File: src/rtl/sbio_pkg.sv
package sbio_pkg;

    localparam int DATA_W = 16;
    localparam int ADDR_W = 12;
    localparam int DISP_W = 8;
    localparam int CNT_W  = $clog2(DATA_W);
    localparam int HALF_W = DATA_W / 2;

    typedef enum logic [2:0] {
        OP_SET   = 3'd0,
        OP_CLR   = 3'd1,
        OP_TEST  = 3'd2,
        OP_LOAD  = 3'd3,
        OP_STORE = 3'd4
    } op_e;

    typedef struct packed {
        op_e               op;
        logic [ADDR_W-1:0] start;
        logic [CNT_W:0]    nbits;
        logic              byte_sel;
    } xfer_t;

    function automatic logic op_legal(input logic [2:0] code);
        return code <= 3'd4;
    endfunction

    function automatic logic op_writes(input op_e op);
        return (op == OP_SET) || (op == OP_CLR) || (op == OP_LOAD);
    endfunction

    function automatic logic op_multi(input op_e op);
        return (op == OP_LOAD) || (op == OP_STORE);
    endfunction

    // Base register with its low bit dropped, plus sign-extended displacement.
    function automatic logic [ADDR_W-1:0] bit_addr(input logic [DATA_W-1:0] base,
                                                    input logic [DISP_W-1:0] disp);
        logic [ADDR_W-1:0] ext;
        ext = {{(ADDR_W-DISP_W){disp[DISP_W-1]}}, disp};
        return base[ADDR_W:1] + ext;
    endfunction

    function automatic logic [ADDR_W-1:0] base_addr(input logic [DATA_W-1:0] base);
        return base[ADDR_W:1];
    endfunction

    function automatic logic [CNT_W:0] field_width(input logic [CNT_W-1:0] f);
        return (f == '0) ? (CNT_W+1)'(DATA_W) : {1'b0, f};
    endfunction

endpackage

File: src/rtl/sbio_addr_gen.sv
module sbio_addr_gen #(
    parameter int ADDR_W = sbio_pkg::ADDR_W
) (
    input  logic              clk,
    input  logic              rst,
    input  logic              load,
    input  logic [ADDR_W-1:0] start,
    input  logic              step,
    output logic [ADDR_W-1:0] addr
);
    logic [ADDR_W-1:0] addr_q;

    always_ff @(posedge clk) begin
        if (rst)       addr_q <= '0;
        else if (load) addr_q <= start;
        else if (step) addr_q <= addr_q + 1'b1;
    end

    assign addr = addr_q;
endmodule

File: src/rtl/sbio_bit_seq.sv
module sbio_bit_seq #(
    parameter int CNT_W = sbio_pkg::CNT_W
) (
    input  logic             clk,
    input  logic             rst,
    input  logic             load,
    input  logic [CNT_W:0]   nbits,
    input  logic             step,
    output logic [CNT_W-1:0] idx,
    output logic             last
);
    logic [CNT_W:0]   rem_q;
    logic [CNT_W-1:0] idx_q;

    always_ff @(posedge clk) begin
        if (rst) begin
            rem_q <= '0;
            idx_q <= '0;
        end else if (load) begin
            rem_q <= nbits;
            idx_q <= '0;
        end else if (step) begin
            rem_q <= rem_q - 1'b1;
            idx_q <= idx_q + 1'b1;
        end
    end

    assign idx  = idx_q;
    assign last = (rem_q == (CNT_W+1)'(1));
endmodule

File: src/rtl/sbio_word_path.sv
module sbio_word_path #(
    parameter int DATA_W = sbio_pkg::DATA_W,
    parameter int CNT_W  = sbio_pkg::CNT_W,
    localparam int HALF_W = DATA_W / 2
) (
    input  logic              clk,
    input  logic              rst,
    input  logic              load,
    input  logic              clear_acc,
    input  logic [DATA_W-1:0] src,
    input  logic              byte_sel,
    input  logic [CNT_W-1:0]  idx,
    input  logic              capture,
    input  logic              din,
    output logic              dout,
    output logic [DATA_W-1:0] result
);
    logic [DATA_W-1:0] src_q;
    logic [DATA_W-1:0] acc_q;
    logic              byte_q;
    logic [CNT_W-1:0]  pos;

    // Short transfers use the upper half of the word.
    assign pos  = byte_q ? (idx + CNT_W'(HALF_W)) : idx;
    assign dout = src_q[pos];

    always_ff @(posedge clk) begin
        if (rst) begin
            src_q  <= '0;
            acc_q  <= '0;
            byte_q <= 1'b0;
        end else begin
            if (load) begin
                src_q  <= src;
                byte_q <= byte_sel;
            end
            if (load && clear_acc) acc_q      <= '0;
            else if (capture)      acc_q[pos] <= din;
        end
    end

    assign result = acc_q;
endmodule

File: src/rtl/sbio_unit.sv
module sbio_unit
    import sbio_pkg::*;
(
    input  logic              clk,
    input  logic              rst,
    input  logic              cmd_valid,
    input  logic [2:0]        cmd_op,
    input  logic [DATA_W-1:0] cmd_base,
    input  logic [DISP_W-1:0] cmd_arg,
    input  logic [DATA_W-1:0] cmd_data,
    output logic              busy,
    output logic              done,
    output logic              rsp_bit,
    output logic [DATA_W-1:0] rsp_data,
    output logic [ADDR_W-1:0] io_addr,
    output logic              io_dout,
    output logic              io_wstrobe,
    input  logic              io_din
);
    logic              active_q;
    logic              done_q;
    logic              rsp_bit_q;
    xfer_t             cur_q;
    xfer_t             nxt;
    logic              accept;
    logic [DATA_W-1:0] src_word;
    logic [CNT_W-1:0]  idx;
    logic              last;
    logic              path_dout;
    logic              capture;

    assign accept = cmd_valid && !active_q && op_legal(cmd_op);

    always_comb begin
        nxt.op = op_e'(cmd_op);
        if (op_multi(nxt.op)) begin
            nxt.start    = base_addr(cmd_base);
            nxt.nbits    = field_width(cmd_arg[CNT_W-1:0]);
            nxt.byte_sel = (nxt.nbits <= (CNT_W+1)'(HALF_W));
        end else begin
            nxt.start    = bit_addr(cmd_base, cmd_arg);
            nxt.nbits    = (CNT_W+1)'(1);
            nxt.byte_sel = 1'b0;
        end
        case (nxt.op)
            OP_SET:  src_word = '1;
            OP_CLR:  src_word = '0;
            default: src_word = cmd_data;
        endcase
    end

    always_ff @(posedge clk) begin
        if (rst) begin
            active_q  <= 1'b0;
            done_q    <= 1'b0;
            rsp_bit_q <= 1'b0;
            cur_q     <= '0;
        end else begin
            done_q <= 1'b0;
            if (accept) begin
                active_q <= 1'b1;
                cur_q    <= nxt;
            end else if (active_q && last) begin
                active_q <= 1'b0;
                done_q   <= 1'b1;
            end
            if (active_q && cur_q.op == OP_TEST) rsp_bit_q <= io_din;
        end
    end

    sbio_addr_gen #(.ADDR_W(ADDR_W)) u_addr (
        .clk   (clk),
        .rst   (rst),
        .load  (accept),
        .start (nxt.start),
        .step  (active_q),
        .addr  (io_addr)
    );

    sbio_bit_seq #(.CNT_W(CNT_W)) u_seq (
        .clk   (clk),
        .rst   (rst),
        .load  (accept),
        .nbits (nxt.nbits),
        .step  (active_q),
        .idx   (idx),
        .last  (last)
    );

    assign capture = active_q && (cur_q.op == OP_STORE);

    sbio_word_path #(.DATA_W(DATA_W), .CNT_W(CNT_W)) u_path (
        .clk       (clk),
        .rst       (rst),
        .load      (accept),
        .clear_acc (nxt.op == OP_STORE),
        .src       (src_word),
        .byte_sel  (nxt.byte_sel),
        .idx       (idx),
        .capture   (capture),
        .din       (io_din),
        .dout      (path_dout),
        .result    (rsp_data)
    );

    assign busy       = active_q;
    assign done       = done_q;
    assign rsp_bit    = rsp_bit_q;
    assign io_wstrobe = active_q && op_writes(cur_q.op);
    assign io_dout    = io_wstrobe && path_dout;
endmodule

File: config.mk
export PLATFORM = sky130hd
export DESIGN_NAME = sbio_unit
export DESIGN_NICKNAME = d
export VERILOG_FILES = /design/src/rtl/sbio_pkg.sv /design/src/rtl/sbio_addr_gen.sv /design/src/rtl/sbio_bit_seq.sv /design/src/rtl/sbio_word_path.sv /design/src/rtl/sbio_unit.sv
export SDC_FILE = /design/constraint.sdc
export NUM_CORES = 1
export LEC_CHECK = 0
export ABC_AREA = 1
export BUFFER_PORTS_ARGS = -buffer_cell sky130_fd_sc_hd__buf_2
export CAP_MARGIN = 20
export CORE_MARGIN = 2
export CORE_UTILIZATION = 45
export DETAILED_ROUTE_END_ITERATION = 8
export PLACE_DENSITY = 0.68
export RECOVER_POWER = 100
export SYNTH_ARGS = -nofsm -noshare
export SYNTH_HDL_FRONTEND = slang
export SYNTH_SLANG_ARGS = --single-unit
File: constraint.sdc
create_clock -name clk -period 2.1 [get_ports clk]
set_input_delay 0.42 -clock clk [delete_from_list [all_inputs] [get_ports clk]]
set_output_delay 0.42 -clock clk [all_outputs]
set_load 0.03 [all_outputs]
After elaboration in Yosys (flattened, before gate mapping). Cells that the tools add are included. Widths: inputs -> output; s select.

Add/sub/neg operators: 5. Magnitude comparators: 4. Equal/unequal tests: 8. Multiplexer cells: 16. Reductions and logical operators: 20.

Operators with widths (number): $pmux 16 s2 (1); $mux 12 (2); $mux 18 (1); $bwmux 16 (1); $mux 5 (3); $add 12x1->12 const B (1); $add 12x12->12 (1); $eq 3x2->1 const B (3); $logic_and 1x1->1 (9); $eq 3x1->1 const B (2); $eq 3x3->1 const B (2); $logic_not 3->1 (2); $eq 5x1->1 const B (1); $le 5x4->1 const B (1); $lt 4x5->1 const B (1); $mux 1 (5); $sub 5x1->5 const B (1); $add 4x1->4 const B (1); $add 4x4->4 const B (1); $bmux 1 s4 (1); $demux 1 s4 (1); $ge 4x1->1 const B (1); $logic_not 4->1 (1); $mux 4 (1); 5 further kinds (9).

Register bits after elaboration: 60. Input bits: 47. Logic and storage cells: 63.

Depth between registers and ports, before layout. Gate-level depths: netlist of the first run.

Depth in word-level cells: 7. Depth in mapped cells: 12. Depth with buffers taken out: 12.

Modules after synthesis. Synthesis of the first run repeated with hierarchy kept, for this count alone.

Cell total of the unflattened synthesis: 658. Area total of the unflattened synthesis: 4090.2 um2.

Modules (own cells, without submodules): sbio_word_path (instances 1, cells an instance 240, area each 1567.8 um2); sbio_unit (instances 1, cells an instance 241, area each 1290.0 um2); sbio_addr_gen (instances 1, cells an instance 110, area each 735.7 um2); sbio_bit_seq (instances 1, cells an instance 67, area each 496.7 um2).

Least setup slack after synthesis of the first run. Ideal clock, no wire load.

Kind: register -> output. From: reg active_q, in the netlist busy. To: out io_dout. Arrival: 2.226 ns. Data required time: 1.680 ns. Slack: -0.546 ns. Stages on the path, launching flop included: 4. Cell sequence: dfxtp_1 -> inv_2 -> a211oi_1 -> a21boi_1.

Word-level cells in the longest chain between the ends: 2.

RTL lines: start, declared (RTL line sbio_unit.sv:20) `logic active_q;`; start signal, assigned (RTL line sbio_unit.sv:54) `active_q <= 1'b0;`; start signal, assigned (RTL line sbio_unit.sv:61) `active_q <= 1'b1;`; start signal, assigned (RTL line sbio_unit.sv:64) `active_q <= 1'b0;`; $logic_and 1x1->1 (RTL line sbio_unit.sv:109) `assign io_wstrobe = active_q && op_writes(cur_q.op);`; via io_wstrobe (RTL line sbio_unit.sv:17) `output logic io_wstrobe,`; $logic_and 1x1->1 (RTL line sbio_unit.sv:110) `assign io_dout = io_wstrobe && path_dout;`; end, declared (RTL line sbio_unit.sv:16) `output logic io_dout,`.

The timed path passes the listed nets, and every way through them passes these cells.

Worst setup path after layout of the first run.
From: reg u_seq.idx_q[0], in the netlist u_seq.idx[0]. To: out io_dout.

Word-level cells in the longest chain between the ends: 5.

RTL lines: start, declared (RTL line sbio_bit_seq.sv:13) `logic [CNT_W-1:0] idx_q;`; start signal, assigned (RTL line sbio_bit_seq.sv:24) `idx_q <= idx_q + 1'b1;`; $add 4x4->4 (RTL line sbio_word_path.sv:24) `assign pos = byte_q ? (idx + CNT_W'(HALF_W)) : idx;`; $mux 4 (*) (RTL line sbio_word_path.sv:24); $bmux 1 s4 (*) (RTL line sbio_word_path.sv:25) `assign dout = src_q[pos];`; $mux 1 (implied by the code) (*) (RTL line sbio_word_path.sv:25); $logic_and 1x1->1 (*) (RTL line sbio_unit.sv:110).

Mark *: on every way between the ends. The rest lies on a longest branch, timed or not. The select of a mux whose other input is x is not followed.

==> results.txt, run 1 <==
Status = complete, no violations
CTS hold repair buffers = 0
Setup CP Type = reg2out
Headroom to the max-slew limit = 0.5787
Register area share after synthesis = 0.3179
Mapped Avg Cell Area = 6.537 sq um
CP Capture Type = output port
Synth Cell Area = 0.003779 sq mm
Top post-synthesis cells by area = dfxtp_1 (32%), nand2_1 (13%), a21oi_1 (9.5%)
Initial Util = 0.4622
Share of cells above drive strength 1 = 0.1542
Ys flop type = dfxtp_1
# fillers = 856
EDFF count, synth = 0
Max Cap Viol = 0
Worst IR drop on VDD = 0.3265 mV
Most common cell after layout, fill and taps aside = nand2_1
Post-route worst setup slack = 34.14 ps
Final hold vios = 0
Unrepaired setup endpoints after global routing = true
Detailed Route WL = 10040 um
Global-route wire length before repair = 15720 um
Antenna Violating Nets Remaining = 0
Remaining Overflow, GRT = 0
Final GP Congestion = 0.8411
Clk_skew = 7.381 ps
Setup-failing EPs final = 0
Final Max Tran Viols = 0
Total net switching power = 1.014 mW
Period utilization = 0.9837
Hold Path Origin = rst
GR Util All Layers = 0.2174
Die H = 95.64 um
RR Startpoint = busy
Largest net degree at the start of global routing = 34
Number of I/O port buffers = 75
Num CTS Buffers = 9
Wire per inst = 12.99 um
Tightest Pin Transition = 631.2 ps
F_max = 484.1 MHz
Initial DRT Pass Iterations = 5
Synth Net Count = 644
Max FO, Critical Path = 5
DP Cell Count = 752
Synth Warn # = 0
CTS H-tree depth = 3
Num rows = 33
CP arrival = 1650 ps
Final non-filler cell total = 773
CORE AREA = 0.008175 sq mm
Clock share of power = 0.332
Initial antenna violation count = 0
Leakage = 2.023 nW
Area growth from synthesis to layout = 19.21%
Async S/R FF share, synth = 0
IO Pins = 80
Internal power = 2.022 mW
Total number of vias = 4042
Clk buf depth = 2
Vias in the first global route = 3444
DRT iter0 DRCs = 154
CTS tree = yes
Design Power = 3.036 mW
DIE AREA = 0.009146 sq mm
Part of the power in registers = 0.422
Area leader, netlist = dfxtp_1
Yosys top cell area share = 0.3179
Distinct cells, synth = 40
Crit path launch type = flop
Sw Ratio = 0.3339
Worst-Skew Late Latency = 340 ps
Final nets = 729
DPL Wire Length = 7385 um
Post-route DRC violation count = 0
Hold_ws = 306.4 ps
Post-placement setup slack = 78.27 ps
Die W = 95.64 um
Antenna fix cells = 0
Pwr/cell area = 674.0 mW/mm^2
Combinational share of power = 0.246
Most frequent cells in the layout = nand2_1 (128), a21oi_1 (71), nor2_1 (57), dfxtp_1 (57), inv_1 (56)
Clock sink count = 60
Required time of the critical path = 1680 ps
Yosys reg bits = 60
Vias/cell = 5.229
Clock root buffer master = clkbuf_8
Worst Setup SP = u_seq.idx[0]
Fin crit period = 2066 ps
Post-synthesis cell count = 578
CTS clk-pin slew, worst paths = 70 ps
Hold WC Path Type = in2reg
-- worst max-delay path, cell delays in order, from the launching register on --
cell and delay [ps]:
dfxtp_4 380, buf_6 130, buf_4 110, nor2_1 40
o22ai_1 130, nand2_1 70, nand2_1 90, a21oi_2 40
a21boi_2 170, buf_6 150
-- registers in the layout, indices dropped and copies added, names as in the netlist --
register and flops:
done 1, busy 1, u_path.byte_q 1, u_seq.rem_q 5
u_path.result 16, cur_q 3, rsp_bit 1, u_path.src_q 16
u_addr.addr 12, u_seq.idx 4
-- power by group through the flow --
stage	combinational [mW]	clock (mW)	sequential [mW]
6_report	0.746	1.01	1.28
3_5_place_dp	0.740	0	1.30
4_1_cts	0.752	1.03	1.28
3_3_place_gp	0.724	0	1.30
5_1_grt	0.841	1.09	1.29
2_1_floorplan	0.477	0	1.35
-- Yosys cell counts, types with 2 or more instances --
cell type,n
dfxtp_1,60
clkbuf_1,7
xnor2_1,6
nand4_1,5
a21oi_1,72
nor2_1,55
a31oi_1,5
nor2_2,6
nor3_2,2
clkbuf_2,2
o21ai_1,3
o21ai_0,52
inv_1,57
buf_6,2
ha_1,18
nand2_1,130
nor3_1,6
clkinv_1,2
buf_4,3
o221ai_1,2
o22ai_1,4
xor2_1,7
o211ai_1,3
buf_2,6
nand3_1,45
inv_2,4
-- repair_timing --
item / in CTS / in global routing
endpoints found under the hold margin: 0 / 0
gates cloned: 0 / 1
setup endpoints to repair: 1 / 1
resized for setup: 9 / 11
pin swaps: 2 / 7
buffers inserted: 2 / 2
-- area by class of cell --
type	count	area (sq um)	share of cell area
Multi-Input combinational cell	434	2250	0.4994
Sequential cell	60	1207	0.2681
Timing Repair Buffer	95	489.2	0.1086
Inverter	63	242.7	0.05389
Clock buffer	11	131.4	0.02917
Tap cell	105	131.4	0.02917
Clock inverter	5	52.55	0.01167
-- routing by layer --
layer  vias to the layer above  share of wire  routed length (um)  GRT usage
li1                       2083              -                   -          -
met1                      1838           0.46                4573     0.2855
met2                       112           0.48                4845     0.3660
met3                         9          0.049                 492    0.02925
met4                         0          0.013                 132    0.07381
met5                         -              0                   0          0
-- logic make-up after synthesis --
kind of cell | Yosys count | synth area share
AO/OA/AOI/OAI | 147 | 0.2060
adder cells (fa/ha/maj) | 19 | 0.06490
AND/OR/NAND/NOR | 255 | 0.2881
flip-flops | 60 | 0.3179
buffers and inverters | 84 | 0.09305
XOR/XNOR | 13 | 0.03013
-- worst paths after layout --
path	end	slack, ps	depth (start not counted)
worst max register to register	cur_q[18]	240	5
worst max-delay path	io_dout	30	9
worst min-delay path	u_path.src_q[15]	310	2
worst min register to register	u_path.result[9]	460	2
-- per-stage QoR --
| stage | util | area, sq um | setup TNS (ps) |
|---|---|---|---|
| 2_1_floorplan | - | 3795 | 0 |
| 3_3_place_gp | 0.5259 | 4299 | 0 |
| 3_5_place_dp | 0.5259 | 4299 | 0 |
| 4_1_cts | 0.5525 | 4517 | 0 |
| 5_1_grt | 0.5510 | 4504 | -44.93 |
| 6_report | 0.5510 | 4504 | 0 |
(Power assumes the default switching activity.)
==> run 2, diff against run 1 <==
Settings changed: PLACE_DENSITY 0.68 to not set, PLACE_DENSITY_LB_ADDON set to 0.3.
==> results.txt, run 2 (synthesis gave the netlist of run 1 again) <==
Required time of the critical path = 1680 ps
Final Cell Area = 0.004447 sq mm
Post-CTS setup buffers = 0
# fillers = 881
Global-route wire length before repair = 15770 um
Utilization after layout = 0.5439
Area growth from synthesis to layout = 17.68%
Final non-filler cell total = 767
DIE AREA = 0.009146 sq mm
Largest net degree at the start of global routing = 32
CTS tree = yes
F_max = 487.4 MHz
Post-route DRC violation count = 0
Worst-path cell with the longest stage delay = dfxtp_2
DPL Wire Length = 7292 um
CTS hold repair buffers = 0
CP bufs+invs = 2
Setup CP Type = reg2out
DP Cell Count = 751
Wire per inst = 12.64 um
IO Pins = 80
GR Util All Layers = 0.2163
Die W = 95.64 um
CTS H-tree depth = 3
Headroom to the max-slew limit = 0.5854
Tightest Pin Transition = 621.2 ps
Worst-Skew Late Latency = 330 ps
Delay of the slowest critical-path stage = 340 ps
Detailed Route WL = 9696 um
Clock root buffer master = clkbuf_8
DRT iter0 DRCs = 140
Antenna fix cells = 0
Crit path launch type = flop
Initial DRT Pass Iterations = 4
Total number of vias = 3968
Clk_skew = 6.380 ps
Setup-failing EPs final = 0
Num CTS Buffers = 9
CP arrival = 1630 ps
Num rows = 33
Unrepaired setup endpoints after global routing = true
Top delay family on crit path = compound AO/OA/AOI/OAI gates
Clk buf depth = 2
Vias in the first global route = 3542
Initial antenna violation count = 0
Most frequent cells in the layout = nand2_1 (129), a21oi_1 (71), inv_1 (56), nor2_1 (56), dfxtp_1 (56)
Number of I/O port buffers = 75
Final nets = 723
Period utilization = 0.9769
Final Max Tran Viols = 0
Share of cells above drive strength 1 = 0.1420
Status = complete, no violations
Remaining Overflow, GRT = 0
CTS clk-pin slew, worst paths = 70 ps
Initial Util = 0.4622
Pwr/cell area = 674.0 mW/mm^2
Critical path cell sequence = buf_6 -> o21ai_0 -> o22ai_1 -> nand2_1 -> nand2_1 -> a21oi_2 -> a21boi_2 -> buf_6
Hold WC Path Type = in2reg
Area post-placement = 0.004292 sq mm
Clock sink count = 60
Max FO, Critical Path = 12
Antenna Violating Nets Remaining = 0
Vias/cell = 5.173
Final GP Congestion = 0.8248
Max Cap Viol = 0
Die H = 95.64 um
Final hold vios = 0
CORE AREA = 0.008175 sq mm
Worst IR drop on VDD = 0.2929 mV
Leakage = 1.980 nW
Most common cell after layout, fill and taps aside = nand2_1
Fin crit period = 2052 ps
CP Capture Type = output port
-- run 2: changes by cell type in the layout (fill, tap and decap cells not counted), moves of 2 or more --
cell and change:
buf_4 -6, clkbuf_1 +3, inv_4 -2, buf_2 -3, o21ai_0 +3, dfxtp_2 +2
o21ai_1 -2
-- run 2: final cells by class --
type / instances / area (sq um) / area share
tap: 105 / 131.4 / 0.02954
clock inverter: 5 / 52.55 / 0.01182
timing repair buffer: 89 / 440.4 / 0.09904
clock buffer: 11 / 131.4 / 0.02954
sequential: 60 / 1206 / 0.2712
inverter: 63 / 239.0 / 0.05374
multi-input combinational: 434 / 2246 / 0.5051
-- run 2: power breakdown --
part | leakage [nW] | internal [mW] | switching, mW
clock network | 0.0931 | 0.542 | 0.446
logic | 1.39 | 0.257 | 0.472
registers | 0.493 | 1.21 | 0.0665
-- run 2: per-stage QoR --
step,setup TNS [ps],worst slack [ps],hold WS [ps],power [mW]
final,0,48.48,300.0,2.997
after global routing,-62.11,-51.22,287.2,3.189
after CTS,0,2.870,292.4,3.031
after detailed placement,0,94.79,450.9,2.036
after global placement,0,123.7,442.1,2.018
after floorplan,0,43.92,437.8,1.823
-- run 2: final timing paths --
path | start | endpoint | slack, ps | cells past startpoint
worst max-delay path | u_seq.idx[0] | io_dout | 50 | 8
worst min-delay path | rst | u_seq.rem_q[2] | 300 | 2
worst max register to register | busy | cur_q[19] | 230 | 5
worst min register to register | u_path.result[14] | u_path.result[14] | 460 | 2
-- run 2: metal layers --
| metal | GRT usage | vias up | wire length, um |
|---|---|---|---|
| li1 | - | 2074 | - |
| met1 | 0.2575 | 1796 | 4267 |
| met2 | 0.3928 | 88 | 4910 |
| met3 | 0.04743 | 10 | 419 |
| met4 | 0.05238 | 0 | 99 |
| met5 | 0 | - | 0 |
-- run 2: what timing repair did --
action	in CTS	in global routing
endpoints found under the setup margin	1	1
pin swaps	1	5
resized for setup	8	6
==> run 3, diff against run 2 <==
Settings changed: SYNTH_HIERARCHICAL set to 1.
==> results.txt, run 3 <==
Max FO, Critical Path = 4
Met3 usage = 0.03443
DP Cell Count = 834
Most common cell after layout, fill and taps aside = nand2_1
Vias in the first global route = 3814
CORE AREA = 0.008763 sq mm
Post-route DRC violation count = 0
Final GP Congestion = 0.8713
Worst Hold End = cur_q[18]
Global-route wire length before repair = 16680 um
Top post-synthesis cells by area = dfxtp_1 (29%), nand2_1 (22%), nor2_1 (6.2%)
RR Startpoint = busy
Clock root buffer master = clkbuf_8
DPL Wire Length = 7438 um
Yosys reg bits = 60
CTS hold repair buffers = 0
Most common cell in the synthesized netlist = nand2_1
Reg2Reg Setup Slack = 430 ps
Period utilization = 0.9545
CP arrival = 1580 ps
Worst-Skew Late Latency = 340 ps
Crit path launch type = flop
Final TNS setup = 0 ps
Setup CP Type = reg2out
Initial Util = 0.4667
Utilization after layout = 0.5428
Global routing usage on met1 = 0.2664
Hold Path Stages = 3
Area leader, netlist = dfxtp_1
Leakage = 2.236 nW
DIE AREA = 0.009867 sq mm
Hold Path Origin = cmd_op[0]
Required time of the critical path = 1680 ps
Total number of vias = 4219
Final non-filler cell total = 854
Clk_skew = 9.728 ps
Ys flop type = dfxtp_1
Yosys top cell area share = 0.2937
Final nets = 804
Final hold vios = 0
CTS clk-pin slew, worst paths = 70 ps
Synth Cell Area = 0.004090 sq mm
Die W = 99.34 um
Initial DRT Pass Iterations = 5
Mapped Avg Cell Area = 6.216 sq um
F_max = 498.9 MHz
Clk buf depth = 2
Pwr/cell area = 627.4 mW/mm^2
Detailed Route WL = 9997 um
Largest net degree at the start of global routing = 38
CTS H-tree depth = 3
CTS tree = yes
Num CTS Buffers = 9
Synth Warn # = 6
Design Power = 2.985 mW
Status = complete, no violations
Most frequent cells in the layout = nand2_1 (236), nor2_1 (69), inv_1 (65)
DRT iter0 DRCs = 164
Antenna Violating Nets Remaining = 0
Headroom to the max-slew limit = 0.4554
GR Util met2 = 0.3404
Setup-failing EPs final = 0
Synth Net Count = 721
Post-synthesis cell count = 658
CP Capture Type = output port
Distinct cells, synth = 38
GR Util All Layers = 0.2050
Register area share after synthesis = 0.2937
Hold WC Path Type = in2reg
R2r worst-path depth = 8
Num rows = 34
Vias/cell = 4.940
Tightest Pin Transition = 816.9 ps
IO Pins = 80
EDFF count, synth = 0
Clock sink count = 60
Initial antenna violation count = 0
Wire per inst = 11.71 um
Most frequent cells after synthesis = nand2_1 (242), nor2_1 (68), inv_1 (63)
Die H = 99.34 um
Async S/R FF share, synth = 0
Share of cells above drive strength 1 = 0.1582
Max Cap Viol = 0
Fin crit period = 2004 ps
Remaining Overflow, GRT = 0
GR peak layer = met2
FF-to-FF End = u_addr/addr[7]
Worst IR drop on VDD = 0.2616 mV
Area growth from synthesis to layout = 16.30%
Final Max Tran Viols = 0
Antenna fix cells = 0
Number of I/O port buffers = 75
## run 3: area by class of cell
type / count / area [sq um]
fill: 906 / 4006
multi-input combinational: 507 / 2485
sequential: 60 / 1212
timing repair buffer: 91 / 459.2
inverter: 72 / 272.8
tap: 108 / 135.1
clock buffer: 10 / 127.6
clock inverter: 6 / 65.06
## run 3: stage by stage
step / hold slack, ps / setup slack [ps] / instance area (sq um)
6_report: 386.6 / 95.65 / 4757
5_1_grt: 397.3 / -29.70 / 4757
4_1_cts: 376.1 / 3.296 / 4765
3_5_place_dp: 443.8 / -62.48 / 4552
3_3_place_gp: 435.0 / -32.12 / 4552
2_1_floorplan: 439.2 / 4.195 / 4101
## run 3: metal layers
| metal | vias to the layer above | share of wire |
|---|---|---|
| met4 | 0 | 0.012 |
| met1 | 1846 | 0.45 |
| met3 | 11 | 0.059 |
| met5 | - | 0 |
| li1 | 2247 | - |
| met2 | 115 | 0.48 |
## run 3: worst max path at each step
stage | start | to | depth (start not counted)
final | u_seq/idx[3] | io_dout | 11
after global routing | u_seq/idx[0] | io_dout | 11
after CTS | u_path/byte_q | io_dout | 11
after detailed placement | cmd_arg[0] | u_addr/addr[6] | 14
after global placement | cmd_base[1] | u_addr/addr[6] | 14
after floorplan | busy | io_dout | 3
## run 3: where the power goes
group	switching, mW	leakage (nW)	total (mW)	internal (mW)
combinational	0.460	1.65	0.711	0.251
clock	0.470	0.0962	1.02	0.548
sequential	0.0595	0.491	1.26	1.20
total	0.990	2.24	2.98	1.99
## run 3: critical path: stages, from the launching register on
cell and delay, ps:
dfxtp_4 370, inv_1 50, nand2_1 60, nand2_1 90
nand2_2 110, inv_1 40, nand2_1 50, nand2_1 50
inv_1 60, nand2_2 70, and2_4 160, buf_6 130
## run 3: repair_timing
action	in CTS	in global routing
resized for setup	3	15
pin swaps	2	9
buffers inserted	2	2
endpoints found under the setup margin	1	1
hold endpoints to repair	0	0
## run 3: cells by family after synthesis
family / count (synthesis) / share of synthesized area
and+or+nand+nor: 389 / 0.4065
AOI/OAI and AO/OA: 92 / 0.1248
buffers and inverters: 91 / 0.1028
DFF: 60 / 0.2937
adders and majority gates: 16 / 0.05078
xor gates and xnor gates: 10 / 0.02141
